`src/rtl/tmr_pkg.sv`:
```
package tmr_pkg;
   localparam int DIGITS = 3;
   localparam int BCD_W  = 4;
   localparam int SEG_W  = 7;

   typedef logic [BCD_W-1:0] bcd_t;
   typedef logic [SEG_W-1:0] seg_t;

   // Highest value of each digit: tenths and seconds ones reach 9, seconds tens reaches 5.
   function automatic int digit_limit(input int idx);
      return (idx == DIGITS-1) ? 5 : 9;
   endfunction
endpackage

```
`src/rtl/tmr_tick_gen.sv`:
```
module tmr_tick_gen #(
   parameter int DIV = 5_000_000
) (
   input  logic clk,
   input  logic rst_n,
   output logic tick_o
);
   localparam int CW = (DIV > 1) ? $clog2(DIV) : 1;
   localparam logic [CW-1:0] LAST = CW'(DIV - 1);

   generate
      if (DIV < 1) begin : g_bad_div
         $error("tmr_tick_gen: DIV must be at least 1");
      end
   endgenerate

   logic [CW-1:0] cnt_q;

   always_ff @(posedge clk or negedge rst_n) begin
      if (!rst_n)
         cnt_q <= '0;
      else if (cnt_q == LAST)
         cnt_q <= '0;
      else
         cnt_q <= cnt_q + 1'b1;
   end

   assign tick_o = (cnt_q == LAST);
endmodule

```
`src/rtl/tmr_press_sync.sv`:
```
module tmr_press_sync #(
   parameter int STAGES = 2
) (
   input  logic clk,
   input  logic rst_n,
   input  logic btn_n,
   output logic press_o
);
   generate
      if (STAGES < 2) begin : g_bad_stages
         $error("tmr_press_sync: STAGES must be at least 2");
      end
   endgenerate

   logic [STAGES-1:0] sync_q;
   logic              last_q;

   always_ff @(posedge clk or negedge rst_n) begin
      if (!rst_n) begin
         sync_q <= '1;
         last_q <= 1'b1;
      end else begin
         sync_q <= {sync_q[STAGES-2:0], btn_n};
         last_q <= sync_q[STAGES-1];
      end
   end

   // One pulse per high-to-low transition of the synchronised button.
   assign press_o = last_q & ~sync_q[STAGES-1];
endmodule

```
`src/rtl/tmr_digit.sv`:
```
module tmr_digit #(
   parameter int W     = 4,
   parameter int LIMIT = 9
) (
   input  logic         clk,
   input  logic         rst_n,
   input  logic         load_i,
   input  logic         step_i,
   input  logic         up_i,
   output logic [W-1:0] q_o,
   output logic         wrap_o
);
   localparam logic [W-1:0] TOP = W'(LIMIT);

   generate
      if (LIMIT < 1 || LIMIT >= (1 << W)) begin : g_bad_limit
         $error("tmr_digit: LIMIT does not fit the digit width");
      end
   endgenerate

   logic at_top, at_zero;

   assign at_top  = (q_o == TOP);
   assign at_zero = (q_o == '0);

   always_ff @(posedge clk or negedge rst_n) begin
      if (!rst_n)
         q_o <= '0;
      else if (load_i)
         q_o <= TOP;                 // preset value is the digit maximum
      else if (step_i) begin
         if (up_i)
            q_o <= at_top ? '0 : q_o + 1'b1;
         else
            q_o <= at_zero ? TOP : q_o - 1'b1;
      end
   end

   // Carry (up) or borrow (down) into the next digit.
   assign wrap_o = step_i & (up_i ? at_top : at_zero);
endmodule

```
`src/rtl/tmr_seg7.sv`:
```
module tmr_seg7 #(
   parameter bit ACTIVE_LOW = 1'b1
) (
   input  tmr_pkg::bcd_t digit_i,
   output tmr_pkg::seg_t seg_o
);
   tmr_pkg::seg_t lit;

   // Segment pattern with 1 = lit, bit 0 = segment a.
   always_comb begin
      case (digit_i)
         4'd0:    lit = 7'h3F;
         4'd1:    lit = 7'h06;
         4'd2:    lit = 7'h5B;
         4'd3:    lit = 7'h4F;
         4'd4:    lit = 7'h66;
         4'd5:    lit = 7'h6D;
         4'd6:    lit = 7'h7D;
         4'd7:    lit = 7'h07;
         4'd8:    lit = 7'h7F;
         4'd9:    lit = 7'h67;
         default: lit = 7'h00;
      endcase
   end

   generate
      if (ACTIVE_LOW) begin : g_low
         assign seg_o = ~lit;
      end else begin : g_high
         assign seg_o = lit;
      end
   endgenerate
endmodule

```
`src/rtl/updown_tenths_timer.sv`:
```
module updown_tenths_timer
   import tmr_pkg::*;
#(
   parameter int CLK_DIV        = 5_000_000,
   parameter int SYNC_STAGES    = 2,
   parameter bit SEG_ACTIVE_LOW = 1'b1
) (
   input  logic       clk,
   input  logic       rst_n,
   input  logic       count_up,
   input  logic       preset_n,
   input  logic       run,
   output logic [6:0] seg_tenths,
   output logic [6:0] seg_sec_ones,
   output logic [6:0] seg_sec_tens
);
   generate
      if (SEG_W != 7) begin : g_bad_seg
         $error("updown_tenths_timer: segment width must be 7");
      end
   endgenerate

   logic          tick;
   logic          load;
   logic [DIGITS:0] carry;
   bcd_t          digit_q [DIGITS];
   seg_t          seg_q   [DIGITS];

   tmr_tick_gen #(.DIV(CLK_DIV)) u_tick (
      .clk    (clk),
      .rst_n  (rst_n),
      .tick_o (tick)
   );

   tmr_press_sync #(.STAGES(SYNC_STAGES)) u_preset (
      .clk     (clk),
      .rst_n   (rst_n),
      .btn_n   (preset_n),
      .press_o (load)
   );

   assign carry[0] = tick & run;

   generate
      for (genvar i = 0; i < DIGITS; i++) begin : g_digit
         tmr_digit #(.W(BCD_W), .LIMIT(digit_limit(i))) u_dig (
            .clk    (clk),
            .rst_n  (rst_n),
            .load_i (load),
            .step_i (carry[i]),
            .up_i   (count_up),
            .q_o    (digit_q[i]),
            .wrap_o (carry[i+1])
         );

         tmr_seg7 #(.ACTIVE_LOW(SEG_ACTIVE_LOW)) u_seg (
            .digit_i (digit_q[i]),
            .seg_o   (seg_q[i])
         );
      end
   endgenerate

   logic unused_top_carry;
   assign unused_top_carry = carry[DIGITS];

   assign seg_tenths   = seg_q[0];
   assign seg_sec_ones = seg_q[1];
   assign seg_sec_tens = seg_q[2];
endmodule

```
`config.mk`:
```
export PLATFORM = sky130hd
export DESIGN_NAME = updown_tenths_timer
export DESIGN_NICKNAME = d
export VERILOG_FILES = /design/src/rtl/tmr_pkg.sv /design/src/rtl/tmr_tick_gen.sv /design/src/rtl/tmr_press_sync.sv /design/src/rtl/tmr_digit.sv /design/src/rtl/tmr_seg7.sv /design/src/rtl/updown_tenths_timer.sv
export SDC_FILE = /design/constraint.sdc
export NUM_CORES = 1
export LEC_CHECK = 0
export BUFFER_PORTS_ARGS = -buffer_cell sky130_fd_sc_hd__buf_2
export CAP_MARGIN = 20
export CORE_ASPECT_RATIO = 2
export CORE_UTILIZATION = 64
export CTS_CLUSTER_DIAMETER = 60
export DETAILED_ROUTE_END_ITERATION = 10
export GPL_TIMING_DRIVEN = 1
export PLACE_DENSITY_LB_ADDON = 0.3
export SLEW_MARGIN = 25
export SYNTH_ARGS = -nofsm -noshare
export SYNTH_HDL_FRONTEND = slang
export SYNTH_SLANG_ARGS = --single-unit
```
`constraint.sdc`:
```
create_clock -name clk -period 3.5 [get_ports clk]
set_input_delay 0.175 -clock clk [delete_from_list [all_inputs] [get_ports clk]]
set_output_delay 0.175 -clock clk [all_outputs]
set_load 0.02 [all_outputs]
```
==> run_results.csv <==
group,metric,value,unit
synthesis,synth_most_common_cell,"nor2_1",
detailed_routing,dr.first_iter.drc_count,49,
timing,timing.final.crit_share,66.5,%
timing,rsz0062_at_grt,"false",
grt,antenna_found_initial,0,
grt,grt_max_degree,39,
grt,track_usage,29.3,%
timing,setup_viol,0,
synthesis,post_synth_instance_area,2750,um^2
detailed_routing,routedWlPerCell,15.7,um
timing,clock_skew,0.00545,ns
grt,grt_pass1_vias,2310,
detailed_routing,ant_nets,0,
timing,timing.setup.tns,0,ns
clocking,cts_tree,"done",
layout,syn2layout_area_growth,8.32,%
timing,fin_worst_hold_slack,-0.0105,ns
worst_setup_path,critPathSlowestCell,"dfrtp_1",
timing,period_minus_slack,2.33,ns
clocking,cts_root_buf,"clkbuf_8",
synthesis,ys.flop_type,"dfrtp_1",
worst_setup_path,path_class,"flip-flop to flip-flop",
clocking,clockBufferDepth,2,
synthesis,yosysUniqueCellTypes,50,
detailed_routing,via_per_inst,6.04,
worst_setup_path,start_kind,"flip-flop",
timing,worst_pin_slew,0.840,ns
worst_setup_path,max_stage_delay,0.54,ns
worst_setup_path,cp_max_fo,9,
timing,relSlewSlack,44.0,%
layout,multi_input_area,1670,um^2
power,total_power,1330,uW
grt,grt_pass1_wl,10300,um
synthesis,synth_warnings,0,
synthesis,yosysSeqAreaShare,34.7,%
synthesis,ys_ff_latch,38,
worst_setup_path,r2r_start,"g_digit[0].u_dig.q_o[1]$_DFFE_PN0P_",
synthesis,yosysTopAreaCellShare,31.8,%
detailed_routing,drcViolationCount,0,
worst_setup_path,crit_chain,"inv_1 > ha_1 > and4b_1 > a311oi_1 > a21o_1 > a21oi_1 > a2bb2oi_1",
synthesis,postSynth.asyncResetShare,100,%
worst_setup_path,worstRegToRegCells,7,
die,rows,33,
timing,fmax,429,MHz
synthesis,yosys.area.top_type,"dfrtp_1",
detailed_routing,drt_first_pass_iters,4,
clocking,clk_latency,0.29,ns
die,start_util,67.3,%
timing,hold_viol_final,33,
worst_setup_path,worstReg2RegEnd,"g_digit[2].u_dig.q_o[2]$_DFFE_PN0P_",
synthesis,yosys-top-cells-area,"dfrtp_1 (32%), ha_1 (9.5%), nor2_1 (5.0%)",
synthesis,synth_commonest_cells,"nor2_1 (37), dfrtp_1 (35), nand2_1 (27)",
status,violations,"hold timing",
timing,final_max_slew_viol_count,0,
clocking,cts_repair_resize_count,0,
min_path,worstHoldPathType,"primary input to async pin",
run,maxCapViolations,0,
synthesis,syn_avg_cell_area,8.49,um^2
worst_setup_path,crit_arrival,2.50,ns
die,die_height,94.7,um
grt,overflow,0,
placed_design,place.gp.congestion,0.847,
layout,nets,370,
status,status,"complete, but fails checks",
power,vdd_drop_max,0.000399,V
power,p_per_area,445,nW/um^2
synthesis,synth_edf_count,0,
layout,drive_gt1_share,14.2,%
power,p_leak,0.00140,uW
placed_design,port_buffers,25,
clocking,clk_pin_slew,0.07,ns
worst_setup_path,critPathCaptureType,"flip-flop",
synthesis,syn-instance-count,324,
synthesis,synth_nets,350,
clocking,h-tree-depth,2,
placed_design,dp_hpwl,4660,um
worst_setup_path,rrSetupSlack,1.17,ns
detailed_routing,wl,6250,um
die,ioPinCount,26,
die,core_area,4090,um^2
layout,antennaDiodeCount,0,
clocking,cts.sinks,38,
die,die-area,4580,um^2
layout,n_fill_cell,333,
die,die_w,48.4,um
layout,ff_latch_area,955,um^2
detailed_routing,vias,2399,
worst_setup_path,required,3.67,ns
clocking,cts_made_buffers,5,
-- sequential cells by signal (all words and copies together), names as in the netlist --
| name | flops |
|---|---|
| u_tick.cnt_q | 23 |
| u_preset.sync_q | 2 |
| g_digit.u_dig.q_o | 12 |
| u_preset.last_q | 1 |
-- worst max-delay path: cells and delay by family, from the launching register on --
kind / cells / cell delay [ns]
fa+ha+maj: 1 / 0.28
simple gates: 1 / 0.22
compound gates: 4 / 0.97
buf+inv: 1 / 0.20
flops: 1 / 0.54
-- cells by family after synthesis --
group	count (synthesis)	share of synthesized area, %
fa+ha+maj	21	9.55
mux	4	1.50
xor+xnor	23	7.32
buf+inv	29	4.46
simple gates	131	25.3
compound gates	78	17.1
flops	38	34.7
-- worst max path at each step --
stage / endpoint / slack [ns] / cells after the start / from
after floorplan: g_digit[2].u_dig.q_o[2]$_DFFE_PN0P_ / 1.51 / 7 / g_digit[0].u_dig.q_o[1]$_DFFE_PN0P_
after global placement: g_digit[1].u_dig.q_o[0]$_DFFE_PN0P_ / 1.27 / 5 / u_tick.cnt_q[15]$_DFF_PN0_
after detailed placement: g_digit[1].u_dig.q_o[0]$_DFFE_PN0P_ / 1.20 / 5 / u_tick.cnt_q[15]$_DFF_PN0_
after CTS: g_digit[1].u_dig.q_o[0]$_DFFE_PN0P_ / 1.19 / 5 / u_tick.cnt_q[15]$_DFF_PN0_
after global routing: g_digit[2].u_dig.q_o[2]$_DFFE_PN0P_ / 1.01 / 7 / g_digit[0].u_dig.q_o[1]$_DFFE_PN0P_
final: g_digit[2].u_dig.q_o[2]$_DFFE_PN0P_ / 1.17 / 7 / g_digit[0].u_dig.q_o[1]$_DFFE_PN0P_
-- placed cells by master (no fill, tap or decap), types with 2 or more instances in the layout --
master	instances
o211ai_1	5
nor3_1	12
a31oi_1	7
nor2_1	37
a2bb2oi_1	2
ha_1	21
clkbuf_8	6
inv_1	16
nand2_1	27
nand2b_1	4
nor2b_1	2
and3_1	4
a21o_1	3
xor2_1	12
o21ai_0	22
dfstp_2	3
xnor2_1	11
dfrtp_1	35
and2_1	3
nor4_1	4
and3_2	3
a21oi_1	25
o2bb2ai_1	3
or4_1	2
a311oi_1	2
nand4_1	8
nor4_4	2
buf_2	25
mux2i_1	3
nand3_1	12
a22oi_1	3
or2_2	2
-- per-stage QoR --
| step | area [um^2] | worst slack (ns) | utilization, % | hold WS (ns) | std cells |
|---|---|---|---|---|---|
| finish | 2980 | 1.17 | 72.9 | -0.0105 | 397 |
| global placement | 2880 | 1.27 | 70.4 | 0.279 | 388 |
| detailed placement | 2880 | 1.20 | 70.4 | 0.281 | 388 |
| floorplan | 2750 | 1.51 | - | -0.121 | 324 |
| CTS | 2980 | 1.19 | 72.9 | 0.0110 | 397 |
| global route | 2980 | 1.01 | 72.9 | 0.0621 | 397 |
-- layer usage --
layer  vias to the layer above  part of all wire [%]  routed length [um]  track usage (%)
met5                         -                     0                   0                0
met4                         0                   3.9                 245             17.4
met3                        17                   2.3                 143             4.19
met2                        42                    57                3530             57.5
met1                      1149                    37                2330             28.1
li1                       1191                     -                   -                -
-- power breakdown --
| part | internal (uW) | switching, uW |
|---|---|---|
| combinational | 181 | 320 |
| clock | 159 | 149 |
| sequential | 461 | 56.8 |
-- area by class of cell --
type	count	share of cell area [%]
clock buffers	7	2.90
flip-flops and latches	38	32.0
multi-input cells	257	56.2
well taps	52	2.18
clock inverters	1	0.168
inverters	16	2.02
repair buffers	26	4.53
-- what timing repair did --
| action | CTS | global route |
|---|---|---|
| buffers inserted | 0 | 0 |
| hold buffers | 1 | 0 |
| hold endpoints to repair | 1 | 0 |
No activity file was read; power rests on OpenSTA's default activity.
